===== src/rtl/sag_pkg.sv =====
package sag_pkg;

  typedef enum logic [2:0] {
    AM_DIRECT      = 3'd0,
    AM_REG_IND     = 3'd1,
    AM_BASED_REL   = 3'd2,
    AM_INDEXED_REL = 3'd3,
    AM_BASED_IDX   = 3'd4
  } amode_e;

  typedef enum logic [1:0] {
    SEG_DATA  = 2'd0,
    SEG_STACK = 2'd1,
    SEG_EXTRA = 2'd2,
    SEG_CODE  = 2'd3
  } seg_e;

  // Register-indirect selector codes
  localparam logic [1:0] IND_SI = 2'd0;
  localparam logic [1:0] IND_DI = 2'd1;

endpackage


===== src/rtl/sag_offset_calc.sv =====
module sag_offset_calc
  import sag_pkg::*;
#(
  parameter int OFF_W    = 16,
  parameter int NARROW_W = 8
) (
  input  amode_e             mode,
  input  logic               base_sel,
  input  logic               idx_sel,
  input  logic [1:0]         ind_sel,
  input  logic               disp_wide,
  input  logic [OFF_W-1:0]   disp,
  input  logic [OFF_W-1:0]   bx,
  input  logic [OFF_W-1:0]   bp,
  input  logic [OFF_W-1:0]   si,
  input  logic [OFF_W-1:0]   di,
  output logic [OFF_W-1:0]   off,
  output logic               bp_used
);

  localparam int EXT_W = OFF_W - NARROW_W;

  logic [OFF_W-1:0] base_v;
  logic [OFF_W-1:0] idx_v;
  logic [OFF_W-1:0] ind_v;
  logic [OFF_W-1:0] disp_x;

  // short displacements are sign-extended to the offset width
  generate
    if (EXT_W > 0) begin : g_ext
      always_comb begin
        if (disp_wide) disp_x = disp;
        else           disp_x = {{EXT_W{disp[NARROW_W-1]}}, disp[NARROW_W-1:0]};
      end
    end else begin : g_noext
      always_comb disp_x = disp;
    end
  endgenerate

  always_comb begin
    base_v = base_sel ? bp : bx;
    idx_v  = idx_sel  ? di : si;
    case (ind_sel)
      IND_SI:  ind_v = si;
      IND_DI:  ind_v = di;
      default: ind_v = bx;
    endcase
  end

  // sums wrap naturally at OFF_W bits
  always_comb begin
    case (mode)
      AM_REG_IND:     off = ind_v;
      AM_BASED_REL:   off = base_v + disp_x;
      AM_INDEXED_REL: off = idx_v + disp_x;
      AM_BASED_IDX:   off = base_v + idx_v + disp_x;
      default:        off = disp;
    endcase
  end

  assign bp_used = base_sel && ((mode == AM_BASED_REL) || (mode == AM_BASED_IDX));

endmodule


===== src/rtl/sag_seg_pick.sv =====
module sag_seg_pick
  import sag_pkg::*;
#(
  parameter int SEG_W = 16
) (
  input  logic             bp_used,
  input  logic             ovr_en,
  input  logic [1:0]       ovr_seg,
  input  logic [SEG_W-1:0] seg_ds,
  input  logic [SEG_W-1:0] seg_ss,
  input  logic [SEG_W-1:0] seg_es,
  input  logic [SEG_W-1:0] seg_cs,
  output seg_e             seg_id,
  output logic [SEG_W-1:0] seg_val
);

  always_comb begin
    if (ovr_en)       seg_id = seg_e'(ovr_seg);
    else if (bp_used) seg_id = SEG_STACK;
    else              seg_id = SEG_DATA;
  end

  always_comb begin
    case (seg_id)
      SEG_STACK: seg_val = seg_ss;
      SEG_EXTRA: seg_val = seg_es;
      SEG_CODE:  seg_val = seg_cs;
      default:   seg_val = seg_ds;
    endcase
  end

endmodule


===== src/rtl/sag_phys_join.sv =====
module sag_phys_join #(
  parameter int SEG_W     = 16,
  parameter int OFF_W     = 16,
  parameter int SEG_SHIFT = 4,
  localparam int PHYS_W   = SEG_W + SEG_SHIFT
) (
  input  logic [SEG_W-1:0]  seg_val,
  input  logic [OFF_W-1:0]  off,
  output logic [PHYS_W-1:0] phys
);

  logic [PHYS_W-1:0] seg_base;
  logic [PHYS_W-1:0] off_ext;

  assign seg_base = {seg_val, {SEG_SHIFT{1'b0}}};
  assign off_ext  = PHYS_W'(off);
  // carry out of the top bit is dropped: wrap at 2^PHYS_W
  assign phys     = seg_base + off_ext;

endmodule


===== src/rtl/seg_addr_gen.sv =====
module seg_addr_gen
  import sag_pkg::*;
#(
  parameter int SEG_W     = 16,
  parameter int OFF_W     = 16,
  parameter int NARROW_W  = 8,
  parameter int SEG_SHIFT = 4,
  localparam int PHYS_W   = SEG_W + SEG_SHIFT
) (
  input  logic              clk,
  input  logic              rst,
  input  logic              in_valid,
  input  logic [2:0]        mode,
  input  logic              base_sel,
  input  logic              idx_sel,
  input  logic [1:0]        ind_sel,
  input  logic              disp_wide,
  input  logic [OFF_W-1:0]  disp,
  input  logic [OFF_W-1:0]  reg_bx,
  input  logic [OFF_W-1:0]  reg_bp,
  input  logic [OFF_W-1:0]  reg_si,
  input  logic [OFF_W-1:0]  reg_di,
  input  logic [SEG_W-1:0]  seg_ds,
  input  logic [SEG_W-1:0]  seg_ss,
  input  logic [SEG_W-1:0]  seg_es,
  input  logic [SEG_W-1:0]  seg_cs,
  input  logic              ovr_en,
  input  logic [1:0]        ovr_seg,
  output logic              out_valid,
  output logic [1:0]        out_seg,
  output logic [OFF_W-1:0]  out_off,
  output logic [PHYS_W-1:0] out_phys
);

  // ---------------- stage 0: combinational operand evaluation
  logic [OFF_W-1:0] c_off;
  logic             c_bp_used;
  seg_e             c_seg_id;
  logic [SEG_W-1:0] c_seg_val;

  sag_offset_calc #(.OFF_W(OFF_W), .NARROW_W(NARROW_W)) u_off (
    .mode      (amode_e'(mode)),
    .base_sel  (base_sel),
    .idx_sel   (idx_sel),
    .ind_sel   (ind_sel),
    .disp_wide (disp_wide),
    .disp      (disp),
    .bx        (reg_bx),
    .bp        (reg_bp),
    .si        (reg_si),
    .di        (reg_di),
    .off       (c_off),
    .bp_used   (c_bp_used)
  );

  sag_seg_pick #(.SEG_W(SEG_W)) u_seg (
    .bp_used (c_bp_used),
    .ovr_en  (ovr_en),
    .ovr_seg (ovr_seg),
    .seg_ds  (seg_ds),
    .seg_ss  (seg_ss),
    .seg_es  (seg_es),
    .seg_cs  (seg_cs),
    .seg_id  (c_seg_id),
    .seg_val (c_seg_val)
  );

  // ---------------- stage 1 registers
  logic             s1_valid;
  seg_e             s1_seg;
  logic [SEG_W-1:0] s1_seg_val;
  logic [OFF_W-1:0] s1_off;

  always_ff @(posedge clk) begin
    if (rst) begin
      s1_valid   <= 1'b0;
      s1_seg     <= SEG_DATA;
      s1_seg_val <= '0;
      s1_off     <= '0;
    end else begin
      s1_valid <= in_valid;
      if (in_valid) begin
        s1_seg     <= c_seg_id;
        s1_seg_val <= c_seg_val;
        s1_off     <= c_off;
      end
    end
  end

  AST_DIRECT_PASS: assert property (@(posedge clk) disable iff (rst)
    (in_valid && (mode == 3'd0)) |=> (s1_off == $past(disp)));
  AST_OVR_WINS: assert property (@(posedge clk) disable iff (rst)
    (in_valid && ovr_en) |=> (s1_seg == seg_e'($past(ovr_seg))));
  AST_BP_STACK: assert property (@(posedge clk) disable iff (rst)
    (in_valid && !ovr_en && base_sel && ((mode == 3'd2) || (mode == 3'd4)))
      |=> (s1_seg == SEG_STACK));

  // ---------------- stage 2: physical address join and output registers
  logic [PHYS_W-1:0] c_phys;

  sag_phys_join #(.SEG_W(SEG_W), .OFF_W(OFF_W), .SEG_SHIFT(SEG_SHIFT)) u_join (
    .seg_val (s1_seg_val),
    .off     (s1_off),
    .phys    (c_phys)
  );

  always_ff @(posedge clk) begin
    if (rst) begin
      out_valid <= 1'b0;
      out_seg   <= 2'd0;
      out_off   <= '0;
      out_phys  <= '0;
    end else begin
      out_valid <= s1_valid;
      if (s1_valid) begin
        out_seg  <= s1_seg;
        out_off  <= s1_off;
        out_phys <= c_phys;
      end
    end
  end

  AST_VALID_LAT: assert property (@(posedge clk) disable iff (rst)
    in_valid |=> ##1 out_valid);
  AST_NO_SPUR: assert property (@(posedge clk) disable iff (rst)
    !s1_valid |=> !out_valid);
  AST_HOLD: assert property (@(posedge clk) disable iff (rst)
    !s1_valid |=> ($stable(out_phys) && $stable(out_off) && $stable(out_seg)));
  AST_LOW_NIBBLE: assert property (@(posedge clk) disable iff (rst)
    out_valid |-> (out_phys[SEG_SHIFT-1:0] == out_off[SEG_SHIFT-1:0]));

endmodule


===== config.mk =====
export PLATFORM = sky130hd
export DESIGN_NAME = seg_addr_gen
export DESIGN_NICKNAME = d
export VERILOG_FILES = /design/src/rtl/sag_pkg.sv /design/src/rtl/sag_offset_calc.sv /design/src/rtl/sag_seg_pick.sv /design/src/rtl/sag_phys_join.sv /design/src/rtl/seg_addr_gen.sv
export SDC_FILE = /design/constraint.sdc
export NUM_CORES = 1
export LEC_CHECK = 0
export ABC_AREA = 0
export ABC_CLOCK_PERIOD_IN_PS = 4900
export BUFFER_PORTS_ARGS = -buffer_cell sky130_fd_sc_hd__buf_2
export CAP_MARGIN = 5
export CORE_AREA = 5 5 161 163
export CTS_BUF_LIST = sky130_fd_sc_hd__clkbuf_8 sky130_fd_sc_hd__clkbuf_16
export CTS_CLUSTER_DIAMETER = 50
export CTS_CLUSTER_SIZE = 16
export DETAILED_ROUTE_END_ITERATION = 6
export DIE_AREA = 0 0 166 168
export GPL_ROUTABILITY_DRIVEN = 0
export SLEW_MARGIN = 40
export SYNTH_ARGS = -nofsm -noshare
export SYNTH_HDL_FRONTEND = slang
export SYNTH_HIERARCHICAL = 1
export SYNTH_SLANG_ARGS = --single-unit

===== constraint.sdc =====
create_clock -name clk -period 4.9 [get_ports clk]
set_clock_uncertainty 0.15 [all_clocks]
set_input_delay 0.735 -clock clk [delete_from_list [all_inputs] [get_ports clk]]
set_output_delay 0.735 -clock clk [all_outputs]
set_load 0.1 [all_outputs]

==> flow_summary.yaml, run 1 <==
synth:
  synthArstFlopShare_pct: 0
  netlist_instances: 826
  yosysMostFrequentCell: "nor2_1"
  synth_edf_count: 0
  synth_nets: 1046
  netlist_area_sq_mm: 0.00714
  synth-seq-cells: 74
  synth_top_area_share_pct: 20.8
  yosys_warnings: 6
  synth-seq-area-share_pct: 20.8
  netlist_top_cells_count: "126 x nor2_1, 116 x mux2i_1, 74 x dfxtp_1, 54 x nand2_1, 48 x a21oi_1"
  ys_types: 73
  synthTopCellsByArea: "dfxtp_1 21%, mux2i_1 16%, ha_1 7.7%, nor2_1 6.6%, mux2_2 6.5%"
  avgSynthCellArea_sq_um: 8.64
  synth_top_cell_by_area: "dfxtp_1"
  ys.flop_type: "dfxtp_1"
clock_network:
  root_buffer: "clkbuf_16"
  numCtsBuffers: 9
  cts_tree: "built"
  cts_setup_buffers: 0
  cts.sinks: 74
  postCtsHoldBufs: 0
  htreeDepth: 3
  clock_path_buffers: 2
  post_cts.resized_instances: 0
  clk_pin_slew_ns: 0.06
  clock_latency_ns: 0.33
timing:
  min_period_ns: 4.08
  max_freq_mhz: 245
  relSlewSlack_pct: 52.4
  post-route-period-util_pct: 83.2
  worstMarginPinSlew_ns: 0.714
  slew_viol_final: 0
  setup_tns_ns: 0
  worst_slack_ns: 0.822
  setup_viol: 0
  hold_viol: 0
  rsz0062_at_grt: "no"
critical_path:
  cp_slowest_cell: "fa_1"
  crit_path_start_kind: "input port"
  path_cells: "buf_2 -> mux2i_1 -> inv_1 -> fa_1 -> ha_1 -> fa_1 -> a211oi_2 -> nor2_2 -> o21a_1 -> a311o_2 -> xnor2_1 -> a222oi_1 -> o21ai_1 -> mux2i_1 -> nor2_1"
  crit_arrival_ns: 4.13
  crit_buf_inv: 2
  path_depth: 15
  cp_max_fo: 4
  regToRegEndpoint: "out_phys[19]"
  criticalPathCategory: "in -> reg"
  r2r_setup_slack_ns: 2.29
  cp_data_required_time_ns: 4.95
  end_kind: "flop"
  cpPeakStageDelay_ns: 0.46
  reg2reg_depth: 8
  crit_family: "compound AO/OA/AOI/OAI gates"
  r2r-start: "s1_off[7]"
power:
  leakagePower_nw: 3.99
  comb_power_share_pct: 43.2
  p_int_mw: 1.59
  switching_power_uw: 954
  total_power_mw: 2.55
  power.density_mw_per_mm2: 296
  seqPwrFrac_pct: 26.6
  ir_worst_vdd_uv: 205
  p_clk_share_pct: 30.1
  swShare_pct: 37.5
die:
  ios: 197
  start_util_pct: 29.5
  fp.dieH_um: 168
  row_count: 57
  fp.coreArea_sq_mm: 0.0242
  fp.dieArea_sq_mm: 0.0279
  die_x_um: 166
placement:
  io_buffers: 196
  postPlaceCellArea_sq_mm: 0.00826
  pre_cts_slack_ns: 0.456
  hpwl_um: 18100
route:
  drc: 0
  ant_nets: 0
  drt_wl_total_um: 22400
  wl_per_cell_um: 17.0
  viasPerCell: 5.08
  dr_total_vias: 6702
  dr.pass1.iters: 5
  drt_iter0_markers: 369
worst_hold_path:
  hp-class: "reg -> reg"
  min-delay-start: "out_off[5]"
  whs_path_depth: 2
  min_to: "out_off[5]"
cells_and_area:
  fin_util_pct: 35.6
  final_area_sq_mm: 0.00861
  drive_above_1_share_pct: 28.9
  antenna_cells: 0
  area_growth_pct: 20.6
  num-fill-cells: 2534
  fin_nets: 1211
global_route:
  antenna_found_initial: 0
  grt_max_degree: 44
  grt_pass1_wl_um: 36000
  grt_remaining_overflow: 0
  grt.total_usage_pct: 15.6
  grt_pass1_vias: 6667
outcome:
  status: "finished, final reports clean"
run:
  cap_violations: 0
[power by group through the flow]
stage | logic (mW) | registers, mW | clock network, mW
finish | 1.10 | 0.678 | 0.767
global route | 1.21 | 0.685 | 0.818
CTS | 1.10 | 0.679 | 0.791
detailed placement | 1.09 | 0.692 | 0
global placement | 1.08 | 0.691 | 0
floorplan | 0.744 | 0.780 | 0
[registers in the layout (all words and copies together) (netlist names)]
name	count
out_phys	20
out_off	16
s1_off	16
s1_seg_val	16
out_seg	2
s1_seg	2
out_valid	1
s1_valid	1
[worst min-delay path: stages (launching register included)]
cell	delay (ns)
dfxtp_1	0.32
mux2i_1	0.06
nor2_1	0.07
[per-stage QoR]
step / hold slack, ns / cells
after floorplan: 0.308 / 826
after global placement: 0.320 / 1304
after detailed placement: 0.328 / 1304
after CTS: 0.343 / 1320
after global routing: 0.371 / 1320
final: 0.337 / 1320
[how the worst max path moves through the flow]
stage	start	to	slack, ns
3_3_place_gp	idx_sel	s1_off[11]	0.52
4_1_cts	base_sel	s1_off[11]	0.81
2_1_floorplan	base_sel	s1_off[11]	0.36
3_5_place_dp	base_sel	s1_off[11]	0.46
5_1_grt	base_sel	s1_off[11]	0.59
6_report	base_sel	s1_off[11]	0.82
[cell families (layout without fill, tap and decap cells)]
| kind of cell | count (synthesis) | after routing | share of synthesized area (%) |
|---|---|---|---|
| multiplexers | 157 | 157 | 22.7 |
| AND/OR/NAND/NOR | 252 | 252 | 16.3 |
| AO/OA/AOI/OAI | 181 | 181 | 17.8 |
| buffers and inverters | 65 | 235 | 5.38 |
| flip-flops | 74 | 74 | 20.8 |
| XOR/XNOR | 35 | 35 | 4.29 |
| adder cells (fa/ha/maj) | 62 | 62 | 12.8 |
[cell type report]
| type | instances | area [sq um] | area share [%] |
|---|---|---|---|
| Inverter | 16 | 60.1 | 0.697 |
| Tap cell | 324 | 405 | 4.71 |
| Clock inverter | 7 | 124 | 1.44 |
| Sequential cell | 74 | 1480 | 17.2 |
| Clock buffer | 9 | 225 | 2.62 |
| Multi-Input combinational cell | 687 | 5280 | 61.3 |
| Timing Repair Buffer | 203 | 1040 | 12.0 |
[metal layers]
| layer | part of all wire (%) | wire length [um] | vias to the layer above | GRT usage (%) |
|---|---|---|---|---|
| met2 | 46 | 10300 | 251 | 25.7 |
| li1 | - | - | 3338 | - |
| met3 | 6.8 | 1510 | 14 | 3.00 |
| met5 | 0 | 0 | - | 0 |
| met4 | 0.79 | 176 | 0 | 3.01 |
| met1 | 47 | 10400 | 3099 | 21.4 |
[layout by cell type (no fill, tap or decap), types with 8 or more instances in the layout]
cell type,Yosys,routed
buf_2,14,195
nor2_1,126,126
mux2i_1,116,116
dfxtp_1,74,73
nand2_1,54,54
a21oi_1,48,48
ha_1,44,44
mux2_2,41,41
xnor2_1,24,24
o21ai_0,21,21
fa_1,18,18
a221o_1,16,16
inv_1,15,15
nor2b_1,14,14
a21o_1,11,11
xor2_1,11,11
nand3_1,10,10
o21ai_1,10,10
clkbuf_16,0,9
a31oi_1,9,9
nand2b_1,9,9
buf_4,8,8
nor3_1,9,8
(Power assumes the default switching activity.)
==> inputs of run 2 (changes only) <==
--- a/config.mk
+++ b/config.mk
@@ -6,7 +6,7 @@
 export NUM_CORES = 1
 export LEC_CHECK = 0
 export ABC_AREA = 0
-export ABC_CLOCK_PERIOD_IN_PS = 4900
+export ABC_CLOCK_PERIOD_IN_PS = 3600
 export BUFFER_PORTS_ARGS = -buffer_cell sky130_fd_sc_hd__buf_2
 export CAP_MARGIN = 5
 export CORE_AREA = 5 5 161 163
==> constraint.sdc (replaced) <==
create_clock -name clk -period 3.6 [get_ports clk]
set_clock_uncertainty 0.15 [all_clocks]
set_input_delay 0.54 -clock clk [delete_from_list [all_inputs] [get_ports clk]]
set_output_delay 0.54 -clock clk [all_outputs]
set_load 0.1 [all_outputs]
==> flow_summary.yaml, run 2 (synthesis gave the netlist of run 1 again) <==
clock_network:
  clk_pin_slew_ns: 0.06
  clock_latency_ns: 0.33
  clock_path_buffers: 2
  root_buffer: "clkbuf_16"
  cts_tree: "built"
  cts.sinks: 74
  htreeDepth: 3
  numCtsBuffers: 9
timing:
  rsz0062_at_grt: "yes"
  worst_slack_ns: 0.0801
  hold_viol: 0
  relSlewSlack_pct: 47.0
  min_period_ns: 3.52
  post-route-period-util_pct: 97.8
  holdWs_ns: 0.340
  setup_viol: 0
  worstMarginPinSlew_ns: 0.790
  slew_viol_final: 0
  max_freq_mhz: 284
critical_path:
  cp_slowest_cell: "fa_1"
  crit_path_start_kind: "input port"
  crit_arrival_ns: 3.57
  regToRegEndpoint: "out_phys[18]"
  reg2reg_depth: 9
  r2r-start: "s1_off[4]"
  cpPeakStageDelay_ns: 0.44
  cp_data_required_time_ns: 3.65
  cp_max_fo: 5
  path_cells: "buf_6 -> mux2_4 -> fa_1 -> ha_2 -> fa_2 -> a211oi_2 -> nor2_2 -> o21a_1 -> a311o_2 -> xnor2_1 -> a222oi_1 -> o21ai_1 -> mux2i_1 -> nor2_1"
  r2r_setup_slack_ns: 1.01
  criticalPathCategory: "in -> reg"
  end_kind: "flop"
die:
  row_count: 57
  start_util_pct: 29.5
  fp.dieArea_sq_mm: 0.0279
  fp.dieH_um: 168
  ios: 197
  die_x_um: 166
  fp.coreArea_sq_mm: 0.0242
cells_and_area:
  fin_nets: 1289
  most-common-layout-cells: "194 x buf_2, 126 x nor2_1, 115 x mux2i_1, 81 x buf_4, 73 x dfxtp_1"
  area_growth_pct: 30.4
  regMostFlops: "out_phys"
  largest_reg_flops: 20
  drive_above_1_share_pct: 35.0
  num-fill-cells: 2492
  layout_commonest_cell: "buf_2"
  antenna_cells: 0
route:
  dr_total_vias: 6930
  drt_iter0_markers: 358
  drt_wl_total_um: 23800
  viasPerCell: 4.96
  dr.pass1.iters: 5
  wl_per_cell_um: 17.0
  ant_nets: 0
  drc: 0
placement:
  pre_cts_slack_ns: -0.474
  io_buffers: 196
  hpwl_um: 19300
worst_hold_path:
  hp-class: "reg -> reg"
  min_to: "out_off[12]"
  whs_path_depth: 2
  min-delay-start: "out_off[12]"
global_route:
  grt_max_degree: 47
  grt_pass1_wl_um: 37300
  grt-busiest-layer: "met2"
  grt_use_met1_pct: 21.7
  grt.total_usage_pct: 16.2
  antenna_found_initial: 0
  globalRouteMet3Util_pct: 3.17
  grt_pass1_vias: 6953
  grt_use_met2_pct: 27.5
  grt_remaining_overflow: 0
run:
  cap_violations: 0
outcome:
  status: "finished, final reports clean"
power:
  ir_worst_vdd_uv: 186
  leakagePower_nw: 4.38
  power.density_mw_per_mm2: 384
run 2: cell types whose count changed in the layout (fill, tap and decap cells not counted), moves of 2 or more:
cell,change
buf_12,+3
inv_6,-2
bufinv_16,-2
ha_1,-6
ha_4,+5
buf_4,+73
buf_6,+3
clkinv_2,+2
run 2: cell type report:
class | count | area [sq um] | area share [%]
Clock inverter | 6 | 60.1 | 0.645
Clock buffer | 9 | 225 | 2.42
Timing Repair Buffer | 281 | 1670 | 18.0
Tap cell | 324 | 405 | 4.36
Inverter | 16 | 60.1 | 0.645
Multi-Input combinational cell | 687 | 5400 | 58.0
Sequential cell | 74 | 1480 | 15.9
run 2: metal layers:
layer | wire [um] | share of wire [%]
met5 | 0 | 0
met3 | 1610 | 6.8
met1 | 11000 | 46
met2 | 11100 | 47
met4 | 133 | 0.56
run 2: metrics by stage:
| stage | cell area (sq um) | power, mW | cells | util (%) | TNS (ns) |
|---|---|---|---|---|---|
| after floorplan | 7220 | 2.10 | 826 | - | -0.449 |
| after global placement | 8860 | 2.63 | 1377 | 36.6 | -2.86 |
| after detailed placement | 8870 | 2.64 | 1377 | 36.7 | -2.97 |
| after CTS | 9200 | 3.54 | 1395 | 38.0 | 0 |
| after global routing | 9310 | 3.80 | 1397 | 38.5 | -0.0460 |
| final | 9310 | 3.57 | 1397 | 38.5 | 0 |
run 2: what timing repair did:
action                                  in CTS  in global routing
pin swaps                                    7                  6
endpoints found under the setup margin       4                  7
hold buffers                                 0                  0
resized for setup                            5                 14
setup buffers                                3                  2
run 2: worst max path at each step:
stage                         from         end  slack (ns)
after floorplan           base_sel  s1_off[11]       -0.27
after global placement    base_sel  s1_off[11]       -0.45
after detailed placement  base_sel  s1_off[11]       -0.47
after CTS                  idx_sel  s1_off[15]       0.002
after global routing      base_sel  s1_off[11]       -0.04
final                      idx_sel  s1_off[11]        0.08
run 2: power breakdown:
group | internal, mW | total, mW | switching, mW
sequential | 0.874 | 0.927 | 0.0524
combinational | 0.819 | 1.78 | 0.963
clock | 0.528 | 0.864 | 0.335
run 2: worst max-delay path, delay by kind of cell:
kind | cells | cell delay (ns)
mux | 2 | 0.45
buf+inv | 1 | 0.12
xor+xnor | 1 | 0.13
simple gates | 2 | 0.15
fa+ha+maj | 3 | 1.02
compound gates | 5 | 1.17
